--- config.mk ---
export PLATFORM = sky130hd
export DESIGN_NAME = prio_presenter
export DESIGN_NICKNAME = d
export VERILOG_FILES = /design/src/rtl/prio_pkg.sv /design/src/rtl/prio_pend_buf.sv /design/src/rtl/prio_ctx_ctrl.sv /design/src/rtl/prio_presenter.sv
export SDC_FILE = /design/constraint.sdc
export NUM_CORES = 1
export LEC_CHECK = 0
export BUFFER_PORTS_ARGS = -buffer_cell sky130_fd_sc_hd__buf_2
export CORE_ASPECT_RATIO = 0.5
export CORE_MARGIN = 10
export CORE_UTILIZATION = 53
export DETAILED_ROUTE_END_ITERATION = 12
export GPL_TIMING_DRIVEN = 0
export PLACE_DENSITY_LB_ADDON = 0.1
export SETUP_SLACK_MARGIN = 0.15
export SYNTH_ARGS = -nofsm -noshare
export SYNTH_HDL_FRONTEND = slang
export SYNTH_SLANG_ARGS = --single-unit
--- constraint.sdc ---
create_clock -name clk -period 5.6 [get_ports clk]
set_input_delay 0.84 -clock clk [delete_from_list [all_inputs] [get_ports clk]]
set_output_delay 0.84 -clock clk [all_outputs]
set_load 0.005 [all_outputs]
--- src/rtl/prio_pkg.sv ---
package prio_pkg;
   typedef enum logic [1:0] {
      CTX_PBUF  = 2'd0,
      CTX_PPRIO = 2'd1,
      CTX_CUR   = 2'd2,
      CTX_STAT  = 2'd3
   } ctx_sel_e;
endpackage

--- src/rtl/prio_pend_buf.sv ---
module prio_pend_buf #(
   parameter int NUM_PRIO = 8,
   parameter int REG_W    = 8
) (
   input  logic                clk,
   input  logic                rst_n,
   input  logic                ntf_valid,
   input  logic [REG_W-1:0]    ntf_prio,
   input  logic                spend_wr,
   input  logic [REG_W-1:0]    spend_prio,
   input  logic                retire,
   output logic [NUM_PRIO-1:0] pbuf_o,
   output logic [REG_W-1:0]    pprio_o,
   output logic [REG_W-1:0]    pprio_next_o
);
   logic [NUM_PRIO-1:0] pbuf_q, pbuf_d, after_ack;
   logic [NUM_PRIO-1:0] ntf_mask, spend_mask, ret_mask;

   // priority p maps to bit NUM_PRIO-1-p; out-of-range values map to none
   function automatic logic [NUM_PRIO-1:0] prio_mask(input logic [REG_W-1:0] p);
      logic [NUM_PRIO-1:0] m;
      for (int i = 0; i < NUM_PRIO; i++)
         m[i] = (int'(p) == (NUM_PRIO - 1 - i));
      return m;
   endfunction

   // most favoured pending priority, all ones when empty
   function automatic logic [REG_W-1:0] first_pending(input logic [NUM_PRIO-1:0] b);
      logic [REG_W-1:0] r;
      r = '1;
      for (int i = NUM_PRIO - 1; i >= 0; i--)
         if (b[NUM_PRIO-1-i]) r = REG_W'(i);
      return r;
   endfunction

   assign ntf_mask   = ntf_valid ? prio_mask(ntf_prio) : '0;
   assign spend_mask = spend_wr ? prio_mask(spend_prio) : '0;
   assign ret_mask   = retire ? prio_mask(pprio_o) : '0;

   assign after_ack = pbuf_q & ~ret_mask;
   assign pbuf_d    = after_ack | ntf_mask | spend_mask;

   always_ff @(posedge clk or negedge rst_n) begin
      if (!rst_n) pbuf_q <= '0;
      else        pbuf_q <= pbuf_d;
   end

   assign pbuf_o       = pbuf_q;
   assign pprio_o      = first_pending(pbuf_q);
   assign pprio_next_o = first_pending(pbuf_d);
endmodule

--- src/rtl/prio_ctx_ctrl.sv ---
module prio_ctx_ctrl #(
   parameter int REG_W = 8
) (
   input  logic               clk,
   input  logic               rst_n,
   input  logic               ack_req,
   input  logic               cur_wr,
   input  logic [REG_W-1:0]   cur_wdata,
   input  logic               check_en,
   input  logic [REG_W-1:0]   pprio,
   input  logic [REG_W-1:0]   pprio_next,
   output logic               retire,
   output logic [REG_W-1:0]   cur_o,
   output logic [REG_W-1:0]   nsr_o,
   output logic               irq_o,
   output logic [2*REG_W-1:0] ack_word
);
   localparam int EXC_BIT = REG_W - 1;

   logic [REG_W-1:0] cur_q, cur_ack, cur_d, nsr_q, nsr_d;
   logic             irq_q, irq_d, fire;

   assign retire  = ack_req & nsr_q[EXC_BIT];
   assign cur_ack = retire ? pprio : cur_q;
   assign cur_d   = cur_wr ? cur_wdata : cur_ack;
   assign fire    = check_en && (pprio_next < cur_d);

   always_comb begin
      nsr_d = nsr_q;
      if (ack_req) nsr_d[EXC_BIT] = 1'b0;
      if (fire)    nsr_d[EXC_BIT] = 1'b1;
      irq_d = (irq_q & ~ack_req) | fire;
   end

   always_ff @(posedge clk or negedge rst_n) begin
      if (!rst_n) begin
         cur_q <= '0;
         nsr_q <= '0;
         irq_q <= 1'b0;
      end else begin
         cur_q <= cur_d;
         nsr_q <= nsr_d;
         irq_q <= irq_d;
      end
   end

   assign cur_o    = cur_q;
   assign nsr_o    = nsr_q;
   assign irq_o    = irq_q;
   assign ack_word = {nsr_q, cur_ack};
endmodule

--- src/rtl/prio_presenter.sv ---
module prio_presenter #(
   parameter int NUM_PRIO = 8,
   parameter int REG_W    = 8,
   localparam int PRIO_W  = $clog2(NUM_PRIO)
) (
   input  logic               clk,
   input  logic               rst_n,
   input  logic               ntf_valid,
   input  logic [PRIO_W-1:0]  ntf_prio,
   input  logic               spend_wr,
   input  logic [REG_W-1:0]   spend_data,
   input  logic               cur_wr,
   input  logic [REG_W-1:0]   cur_wdata,
   input  logic               ack_req,
   output logic [2*REG_W-1:0] ack_word,
   input  logic [1:0]         rd_sel,
   output logic [REG_W-1:0]   rd_data,
   output logic               irq_o
);
   import prio_pkg::*;

   generate
      if (NUM_PRIO < 2 || NUM_PRIO > REG_W || PRIO_W > REG_W) begin : g_bad_cfg
         $error("prio_presenter: NUM_PRIO must lie in 2..REG_W");
      end
   endgenerate

   logic [NUM_PRIO-1:0] pbuf;
   logic [REG_W-1:0]    pprio, pprio_next, cur_q, nsr_q;
   logic                retire, check_en;

   assign check_en = ntf_valid | spend_wr | cur_wr;

   prio_pend_buf #(.NUM_PRIO(NUM_PRIO), .REG_W(REG_W)) u_pend (
      .clk          (clk),
      .rst_n        (rst_n),
      .ntf_valid    (ntf_valid),
      .ntf_prio     (REG_W'(ntf_prio)),
      .spend_wr     (spend_wr),
      .spend_prio   (spend_data),
      .retire       (retire),
      .pbuf_o       (pbuf),
      .pprio_o      (pprio),
      .pprio_next_o (pprio_next)
   );

   prio_ctx_ctrl #(.REG_W(REG_W)) u_ctrl (
      .clk        (clk),
      .rst_n      (rst_n),
      .ack_req    (ack_req),
      .cur_wr     (cur_wr),
      .cur_wdata  (cur_wdata),
      .check_en   (check_en),
      .pprio      (pprio),
      .pprio_next (pprio_next),
      .retire     (retire),
      .cur_o      (cur_q),
      .nsr_o      (nsr_q),
      .irq_o      (irq_o),
      .ack_word   (ack_word)
   );

   always_comb begin
      case (ctx_sel_e'(rd_sel))
         CTX_PBUF:  rd_data = REG_W'(pbuf);
         CTX_PPRIO: rd_data = pprio;
         CTX_CUR:   rd_data = cur_q;
         default:   rd_data = nsr_q;
      endcase
   end
endmodule

==> results of run 1 <==
==> power by group through the flow <==
stage	Sequential, mW	Combinational, mW	Clock, mW
2_1_floorplan	0.205	0.254	0
3_3_place_gp	0.217	0.363	0
3_5_place_dp	0.220	0.376	0
4_1_cts	0.217	0.378	0.111
5_1_grt	0.224	0.430	0.117
6_report	0.220	0.377	0.109
==> through the flow <==
step | hold WS (ps) | setup slack, ps | util, % | power (mW)
final | 495 | 1490 | 69.2 | 0.706
after global placement | 486 | 1320 | 67.1 | 0.581
after global routing | 516 | 1240 | 69.2 | 0.771
after detailed placement | 512 | 1240 | 67.1 | 0.596
after CTS | 507 | 1500 | 69.2 | 0.707
after floorplan | 496 | 1860 | - | 0.459
==> cell families (layout without fill, tap and decap cells) <==
logic type / after synthesis / in the layout / synth area share (%)
other: 1 / 7 / 0.255
DFF: 18 / 18 / 30.7
AOI/OAI and AO/OA: 49 / 49 / 22.4
adders and majority gates: 7 / 7 / 5.96
and+or+nand+nor: 56 / 56 / 23.3
buffers and inverters: 24 / 72 / 7.92
muxes: 14 / 14 / 9.54
==> flip-flops by register name, summed over array words and instances (netlist names) <==
name and count:
u_pend.pbuf_o 8, u_ctrl.irq_o 1, u_ctrl.cur_o 8, u_ctrl.nsr_o 1
==> layer usage <==
layer | share of wire (%) | vias up | GRT usage (%)
met5 | 0 | - | 0
met4 | 1.1 | 0 | 4.03
met3 | 12 | 7 | 6.13
met2 | 42 | 81 | 23.5
met1 | 46 | 657 | 19.2
li1 | - | 714 | -
==> layout make-up <==
cell class / count / area [um^2]
clock buffers: 4 / 55.1
fillers: 229 / 806
well taps: 37 / 46.3
flip-flops and latches: 18 / 450
multi-input cells: 133 / 925
plain buffers: 11 / 67.6
repair buffers: 44 / 220
inverters: 13 / 48.8
==> cell usage in the layout, fill, tap and decap left out, types with 2 or more instances in the layout <==
cell type and count:
nor2b_1 3, dfrtp_1 18, buf_2 44, o221ai_1 2, a21o_1 7, a21oi_1 7
mux2i_1 14, ha_1 7, or2_1 4, clkbuf_1 4, nand4_1 3, o21ai_1 11
clkbuf_8 4, nand2_1 14, buf_4 7, and3b_1 3, nor2_1 11, conb_1 7
inv_1 13, o31ai_1 5, o21ai_0 3, nand2b_1 5, a31oi_1 2, nor3_1 2
==> worst paths after layout <==
path	start	to	cells after the start
min in group clk	u_ctrl.irq_o	u_ctrl.irq_o	2
setup reg to reg	u_pend.pbuf_o[7]	u_ctrl.irq_o	12
setup / recovery	spend_wr	u_ctrl.irq_o	14
max in group asynchronous	rst_n	u_ctrl.nsr_o[7]	1
hold reg to reg	u_ctrl.irq_o	u_ctrl.irq_o	2
hold / removal	rst_n	u_ctrl.cur_o[5]	1
==> out/metrics.cfg, run 1 <==
[status]
status = complete, no violations

[power]
p_clk_share_pct = 15.5
power_density_nw_per_um2 = 389
p_sw_share_pct = 43.2
ir_drop_mv = 0.131
p_leak_nw = 0.991
p_int_uw = 401
power_frac_seq_pct = 31.1
comb_power_share_pct = 53.4
power_switching_uw = 305

[clock_network]
hold_buffers = 0
clk_pin_slew_ps = 70
cts_tree = yes
ctsRootBufferMaster = clkbuf_8
cts.sinks = 18
cts_made_buffers = 3
cts_resized = 0
clk_latency_ps = 260
ctsLongestPathBuffers = 2
cts_max_level = 1
cts_setup_buffers = 0

[placement]
gp_congestion = 0.856
dpl.hpwl_mm = 3.47
io_buffer_count = 44
dp_cells = 256
placed_area_um2 = 1760

[floorplan]
ioPinCount = 52
die_width_um = 94.5
chipHeight_um = 57.2
num_rows = 13
die-area_um2 = 5400
core_area_um2 = 2620
initial_core_util_pct = 56.1

[timing]
rsz0062_at_grt = false
period_share_pct = 73.3
fin_setup_tns_ps = 0
max_slew_margin_pct = 51.9
max_freq_ghz = 0.243
setup_viol = 0
skew_ps = 7.23
slew_violations = 0
final_hold_viol_count = 0
tightest_slew_ps = 721
fin_crit_ps = 4110

[synthesis]
ys.flop_type = dfrtp_1
ys_seq_area_share_pct = 30.7
yosys-top-cells-area = dfrtp_1 (31%), mux2i_1 (9.5%), ha_1 (6.0%), o21ai_1 (3.7%), a21o_1 (3.6%)
synth_top_area_share_pct = 30.7
synth_edf_count = 0
synth_cell_types = 45
syn_area_um2 = 1470
yosysTopAreaCell = dfrtp_1
synthTopCellsByCount = dfrtp_1 (18), mux2i_1 (14), nand2_1 (14)
ys_async_sr_fraction_pct = 100
yosys_register_bits = 18
syn_avg_cell_area_um2 = 8.69
synth_most_common_cell = dfrtp_1
yosysWarnings = 0
synth_cells = 169

[cells_and_area]
fin_nets = 258
final_cells = 260
drive_gt1_share_pct = 26.9
num_antenna_cells = 0
syn_to_final_growth_pct = 23.4
fin_area_um2 = 1810

[global_route]
grt_max_degree = 19
gr-total-overflow = 0
antenna_found_initial = 0
grt_pass1_vias = 1448
grt_pass1_wl_mm = 6.64
track_usage_pct = 15.2

[job]
max_cap_viol_count = 0

[worst_setup_path]
crit_type = input pin to register
slowest_stage = a2111oi_0
crit_chain = buf_2 > nor2b_4 > and3b_4 > a221oi_1 > or2b_1 > nor2_1 > and3b_1 > ha_1 > a21o_1 > a21o_1 > a211o_1 > a2111oi_0 > o31ai_2 > o21ai_1
r2r_setup_slack_ps = 1630
path_common_cell = a21o_1
crit_required_ps = 5790
path_delay_family = compound AO/OA/AOI/OAI gates
worst_ep_arrival_time_ps = 4290
critPathLaunchType = input pin
end_kind = register
cp_num_buf_inv = 1
cp_max_fo = 5
slowest_delay_ps = 580

[routing]
drc = 0
drt-pass1-iter-count = 4
avgRoutedWirePerCell_um = 16.0
ant_nets = 0
wl_mm = 4.17
drt_iter0_drc = 90
vias = 1459
via_per_inst = 5.61

[hold_path]
hold_class = input pin to async pin

Note: power is estimated with default switching activity, not from simulation.
==> run 2, diff against run 1 <==
CORE_UTILIZATION = 50   (was 53)
clock period = 3.87 ns   (was 5.6 ns; I/O delays follow)
==> run 2 against run 1 <==
Effect of this change: total power grew 50%; clock power grew 43%; combinational power grew 55%; design area grew 3.0%; wire length grew 1.1%; largest cell class unchanged; largest power group unchanged; sequential power grew 46%.
==> out/metrics.cfg, run 2 (same netlist as run 1, synthesis figures left out) <==
[global_route]
antenna_found_initial = 0  ; unchanged
gr-total-overflow = 0  ; unchanged
grt_max_degree = 19  ; unchanged
track_usage_pct = 14.2  ; -1.0 points
grt_pass1_wl_mm = 6.67  ; +0.32%
grt_pass1_vias = 1374  ; -5.1%

[placement]
dpl.hpwl_mm = 3.47  ; -0.24%
gp_congestion = 0.867  ; +1.3%
placed_area_um2 = 1760  ; unchanged
io_buffer_count = 44  ; unchanged

[worst_setup_path]
r2r_setup_slack_ps = 270  ; -1360 ps
critPathLaunchType = register
crit_required_ps = 4050  ; -1740 ps
worst_ep_arrival_time_ps = 3780  ; -510 ps
reg2reg_to = u_ctrl.nsr_o[7]
ff2ff_path_depth = 12  ; unchanged
crit_type = register to register
cp_max_fo = 7  ; +2
end_kind = register
r2r-start = u_pend.pbuf_o[7]

[power]
p_leak_nw = 1.00  ; +1.2%
power_density_nw_per_um2 = 568  ; +46%
p_total_mw = 1.06  ; +50%
power_frac_seq_pct = 30.3  ; -0.8 points
p_int_uw = 604  ; +51%
p_sw_share_pct = 43.1  ; -0.11 points
power_switching_uw = 457  ; +50%
ir_drop_mv = 0.256  ; +96%
p_clk_share_pct = 14.7  ; -0.8 points
comb_power_share_pct = 55.1  ; +1.7 points

[routing]
wl_mm = 4.21  ; +1.1%
drt-pass1-iter-count = 4  ; unchanged
ant_nets = 0  ; unchanged
drt_iter0_drc = 97  ; +7.8%
via_per_inst = 5.46  ; -2.8%
drc = 0  ; unchanged
avgRoutedWirePerCell_um = 16.1  ; +0.74%
vias = 1424  ; -2.4%

[timing]
max_freq_ghz = 0.278
setup_viol = 0  ; unchanged
final_hold_viol_count = 0  ; unchanged
slew_violations = 0  ; unchanged
hold_ws_ps = 243  ; -252 ps
skew_ps = 5.89  ; -1.34 ps
rsz0062_at_grt = false
period_share_pct = 93.0
fin_setup_tns_ps = 0  ; unchanged
fin_crit_ps = 3600
tightest_slew_ps = 671  ; -50.0 ps
max_slew_margin_pct = 55.3  ; +3.3 points

[hold_path]
hold_class = input pin to async pin

[clock_network]
cts.sinks = 18  ; unchanged
clk_pin_slew_ps = 70  ; about the same
cts_max_level = 1  ; unchanged
cts_tree = yes
ctsRootBufferMaster = clkbuf_8
hold_buffers = 0  ; unchanged
cts_made_buffers = 3  ; unchanged
ctsLongestPathBuffers = 2  ; unchanged
clk_latency_ps = 260  ; about the same

[cells_and_area]
fin_area_um2 = 1870  ; +3.0%
final_common_cell = buf_2
fin_util_pct = 69.2  ; about the same
num_antenna_cells = 0  ; unchanged
mostFrequentLayoutCells = buf_2 (44), dfrtp_1 (16), nand2_1 (14), mux2i_1 (14), inv_1 (13)
drive_gt1_share_pct = 31.7  ; +4.8 points
fin_nets = 259  ; +0.39%
syn_to_final_growth_pct = 27.2

[status]
status = complete, no violations

[floorplan]
ioPinCount = 52  ; unchanged
num_rows = 13  ; unchanged
die-area_um2 = 5640  ; +4.3%
initial_core_util_pct = 54.4  ; -1.7 points
core_area_um2 = 2700  ; +3.1%
chipHeight_um = 58.3  ; +1.9%
die_width_um = 96.7  ; +2.3%

[job]
max_cap_viol_count = 0  ; unchanged

[run 2: repair_timing]
action / 4_1_cts / 5_1_grt
resized for setup: 2 / 10
cloned: 0 / 0
setup endpoints to repair: 2 / 2
buffers inserted: 0 / 1
[run 2: layer usage]
metal  track usage (%)  vias to the layer above  part of all wire, %
met1              18.7                      652                   47
met3              4.42                        5                  8.4
met5                 0                        -                    0
li1                  -                      713                    -
met4              4.38                        0                  1.1
met2              21.8                       54                   43
[run 2: how the worst max path moves through the flow]
stage,from,end,slack (ps),cells after the start
2_1_floorplan,spend_wr,u_ctrl.irq_o,390,13
3_3_place_gp,spend_wr,u_ctrl.irq_o,-180,14
3_5_place_dp,spend_wr,u_ctrl.nsr_o[7],-270,14
4_1_cts,u_pend.pbuf_o[7],u_ctrl.nsr_o[7],190,12
5_1_grt,u_pend.pbuf_o[7],u_ctrl.irq_o,130,12
6_report,u_pend.pbuf_o[7],u_ctrl.nsr_o[7],270,12
[run 2: power groups by stage]
stage | clock [mW] | sequential, mW | combinational (mW)
2_1_floorplan | 0 | 0.297 | 0.367
3_3_place_gp | 0 | 0.314 | 0.528
3_5_place_dp | 0 | 0.316 | 0.543
4_1_cts | 0.159 | 0.312 | 0.558
5_1_grt | 0.164 | 0.331 | 0.653
6_report | 0.156 | 0.321 | 0.584
[run 2: area by class of cell]
| cell class | count | area [um^2] |
|---|---|---|
| Multi-Input combinational cell | 133 | 970 |
| Fill cell | 227 | 832 |
| Sequential cell | 18 | 453 |
| Timing Repair Buffer | 45 | 228 |
| Buffer | 11 | 67.6 |
| Clock buffer | 4 | 55.1 |
| Inverter | 13 | 48.8 |
| Tap cell | 37 | 46.3 |
[run 2: metrics by stage]
step,std cells,setup WS (ps)
floorplan,175,386
global placement,256,-175
detailed placement,256,-270
CTS,260,188
global route,261,135
finish,261,273
[run 2: critical path: stages (launching register included)]
cell and delay (ps):
dfrtp_2 460, nand4bb_4 280, or2_1 330, o31ai_2 320, o221ai_1 220, and3b_2 340, ha_1 260, a21o_1 160
a21o_1 170, a211o_1 320, a2111oi_2 360, o31ai_2 140, o21ai_1 150
==> run 3, diff against run 2 <==
CORE_UTILIZATION = 53   (was 50)
SYNTH_HIERARCHICAL = 1   (was default)
==> run 3 against run 2 <==
Effect of this change: synthesized cell count grew 5.3%; fmax grew 1.1%; clock power is essentially flat; wire length grew 10%; sequential power shrank 24%; final cell count grew 9.6%; first-iteration DRC count shrank 35%; global-route usage grew 0.67 points; combinational power shrank 26%; die area grew 12%.
==> out/metrics.cfg, run 3 <==
[timing]
max_slew_margin_pct = 52.2  ; -3.1 points
fin_setup_tns_ps = 0  ; unchanged
skew_ps = 5.33  ; -0.567 ps
tightest_slew_ps = 711  ; +39.6 ps
fin_crit_ps = 3560  ; -38.1 ps
final_hold_viol_count = 0  ; unchanged
slew_violations = 0  ; unchanged
rsz0062_at_grt = false
max_freq_ghz = 0.281  ; +1.1%
period_share_pct = 92.0  ; -0.98 points
setup_viol = 0  ; unchanged

[synthesis]
yosys_register_bits = 18  ; unchanged
synth_cells = 178  ; +5.3%
yosysTopAreaCell = dfrtp_1
yosysWarnings = 6  ; +6
synth_top_area_share_pct = 24.7  ; -5.9 points
ys.flop_type = dfrtp_1
ys_async_sr_fraction_pct = 100  ; unchanged
yosys-top-cells-area = dfrtp_1 (25%), mux4_2 (9.9%), buf_4 (9.5%), mux2i_4 (8.7%), mux2_4 (5.8%)
syn_area_um2 = 1820  ; +24%
synthTopCellsByCount = buf_4 (23), dfrtp_1 (18)
synth_edf_count = 0  ; unchanged
syn_avg_cell_area_um2 = 10.2  ; +18%
synth_cell_types = 50  ; +11%
synth_most_common_cell = buf_4
ys_seq_area_share_pct = 24.7  ; -5.9 points

[worst_setup_path]
slowest_delay_ps = 480  ; +20 ps
cp_num_buf_inv = 3  ; +3
worst_ep_arrival_time_ps = 3750  ; -30 ps
crit_cells = 14  ; +2
crit_chain = buf_2 > nand2_4 > inv_2 > or4b_4 > or4_4 > o31a_1 > o22a_1 > and4bb_2 > buf_4 > ha_1 > a21oi_1 > o2111a_1 > o21ai_0 > nand3_1
crit_required_ps = 4070  ; +20 ps
end_kind = register
cp_max_fo = 8  ; +1
ff2ff_path_depth = 13  ; +1
r2r_setup_slack_ps = 330  ; +60 ps
slowest_stage = or4b_4
critPathLaunchType = input pin
path_delay_family = simple AND/OR/NAND/NOR gates
crit_type = input pin to register

[global_route]
gr-total-overflow = 0  ; unchanged
grt_busiest_layer = met2
grt_pass1_wl_mm = 7.36  ; +10%
track_usage_pct = 14.9  ; +0.67 points
grt_max_degree = 19  ; unchanged
antenna_found_initial = 0  ; unchanged
met3_usage_pct = 4.47  ; +0.046 points
grt_util_met1_pct = 17.4  ; -1.4 points
grtUsageMet2_pct = 26.6  ; +4.9 points
grt_pass1_vias = 1613  ; +17%

[status]
status = complete, no violations

[cells_and_area]
drive_gt1_share_pct = 45.9  ; +14 points
num_antenna_cells = 0  ; unchanged
final_common_cell = buf_2
fin_nets = 281  ; +8.5%
n_fill_cell = 245  ; +7.9%
syn_to_final_growth_pct = 22.3
register_area_um2 = 452  ; -0.28%
multi_input_area_um2 = 1200  ; +24%
fin_area_um2 = 2230  ; +19%
mostFrequentLayoutCells = buf_2 (42), conb_1 (24), buf_4 (23)

[clock_network]
cts_made_buffers = 3  ; unchanged
cts_max_level = 1  ; unchanged
hold_buffers = 0  ; unchanged
cts_resized = 0  ; -2
cts.sinks = 18  ; unchanged
ctsRootBufferMaster = clkbuf_8
clk_latency_ps = 260  ; about the same
cts_tree = yes
cts_setup_buffers = 0  ; unchanged
clk_pin_slew_ps = 70  ; about the same
ctsLongestPathBuffers = 2  ; unchanged

[power]
p_int_uw = 544  ; -9.9%
power_frac_seq_pct = 29.3  ; -1.0 points
p_clk_share_pct = 18.8  ; +4.1 points
comb_power_share_pct = 52.0  ; -3.1 points
p_sw_share_pct = 34.9  ; -8.1 points
p_total_uw = 836  ; -21%
power_density_nw_per_um2 = 375  ; -34%
ir_drop_mv = 0.135  ; -47%
p_leak_nw = 1.10  ; +9.6%
power_switching_uw = 292  ; -36%

[floorplan]
num_rows = 14  ; +1
ioPinCount = 52  ; unchanged
chipHeight_um = 61.5  ; +5.4%
core_area_um2 = 3140  ; +16%
initial_core_util_pct = 58.1  ; +3.7 points
die_width_um = 103  ; +6.5%
die-area_um2 = 6320  ; +12%

[routing]
drc = 0  ; unchanged
vias = 1579  ; +11%
wl_mm = 4.66  ; +10%
ant_nets = 0  ; unchanged
drt_iter0_drc = 63  ; -35%
avgRoutedWirePerCell_um = 16.3  ; +0.81%
via_per_inst = 5.52  ; +1.2%
drt-pass1-iter-count = 4  ; unchanged

[placement]
io_buffer_count = 42  ; -4.5%
gp_congestion = 0.825  ; -4.9%
dpl.hpwl_mm = 3.92  ; +13%
placed_area_um2 = 2160  ; +23%

[job]
max_cap_viol_count = 0  ; unchanged

[hold_path]
hold_class = input pin to async pin

-- run 3: kinds of logic (layout without fill, tap and decap cells) --
| logic type | Yosys count | after routing | share of synthesized area, % |
|---|---|---|---|
| other | 2 | 24 | 0.412 |
| adders and majority gates | 7 | 7 | 4.81 |
| and+or+nand+nor | 52 | 52 | 17.4 |
| AOI/OAI and AO/OA | 35 | 35 | 14.0 |
| DFF | 18 | 18 | 24.7 |
| muxes | 22 | 22 | 24.3 |
| buffers and inverters | 42 | 88 | 14.3 |
-- run 3: cell type report --
cell class,instances,share of cell area [%]
well taps,40,2.25
clock buffers,4,2.47
multi-input cells,140,53.9
flip-flops and latches,18,20.3
plain buffers,26,8.99
repair buffers,42,9.44
inverters,16,2.70
-- run 3: final timing paths --
kind | startpoint | end
min reg2reg | u_ctrl/irq_o | u_ctrl/irq_o
max reg2reg | u_ctrl/nsr_o[7] | u_ctrl/nsr_o[7]
max in group asynchronous | rst_n | u_ctrl/nsr_o[7]
min | rst_n | u_ctrl/cur_o[3]
max | ack_req | u_ctrl/nsr_o[7]
min in group clk | u_ctrl/irq_o | u_ctrl/irq_o
-- run 3: per-stage QoR --
step | setup WS (ps) | instances | util [%] | hold slack (ps)
after floorplan | 554 | 200 | - | 285
after global routing | 161 | 286 | 71.0 | 262
after detailed placement | 87.3 | 282 | 69.0 | 497
after global placement | 142 | 282 | 69.0 | 484
after CTS | 253 | 286 | 70.8 | 252
final | 311 | 286 | 71.0 | 243
-- run 3: per-layer routing --
| layer | up-vias | wire length [um] |
|---|---|---|
| met5 | - | 0 |
| met4 | 0 | 33 |
| met3 | 5 | 490 |
| met2 | 82 | 2190 |
| met1 | 741 | 1950 |
| li1 | 751 | - |
-- run 3: power by group through the flow --
stage | Clock, mW | Sequential (mW) | Combinational, mW
finish | 0.157 | 0.245 | 0.435
global route | 0.170 | 0.249 | 0.475
CTS | 0.159 | 0.244 | 0.435
detailed placement | 0 | 0.248 | 0.431
global placement | 0 | 0.245 | 0.417
floorplan | 0 | 0.242 | 0.306
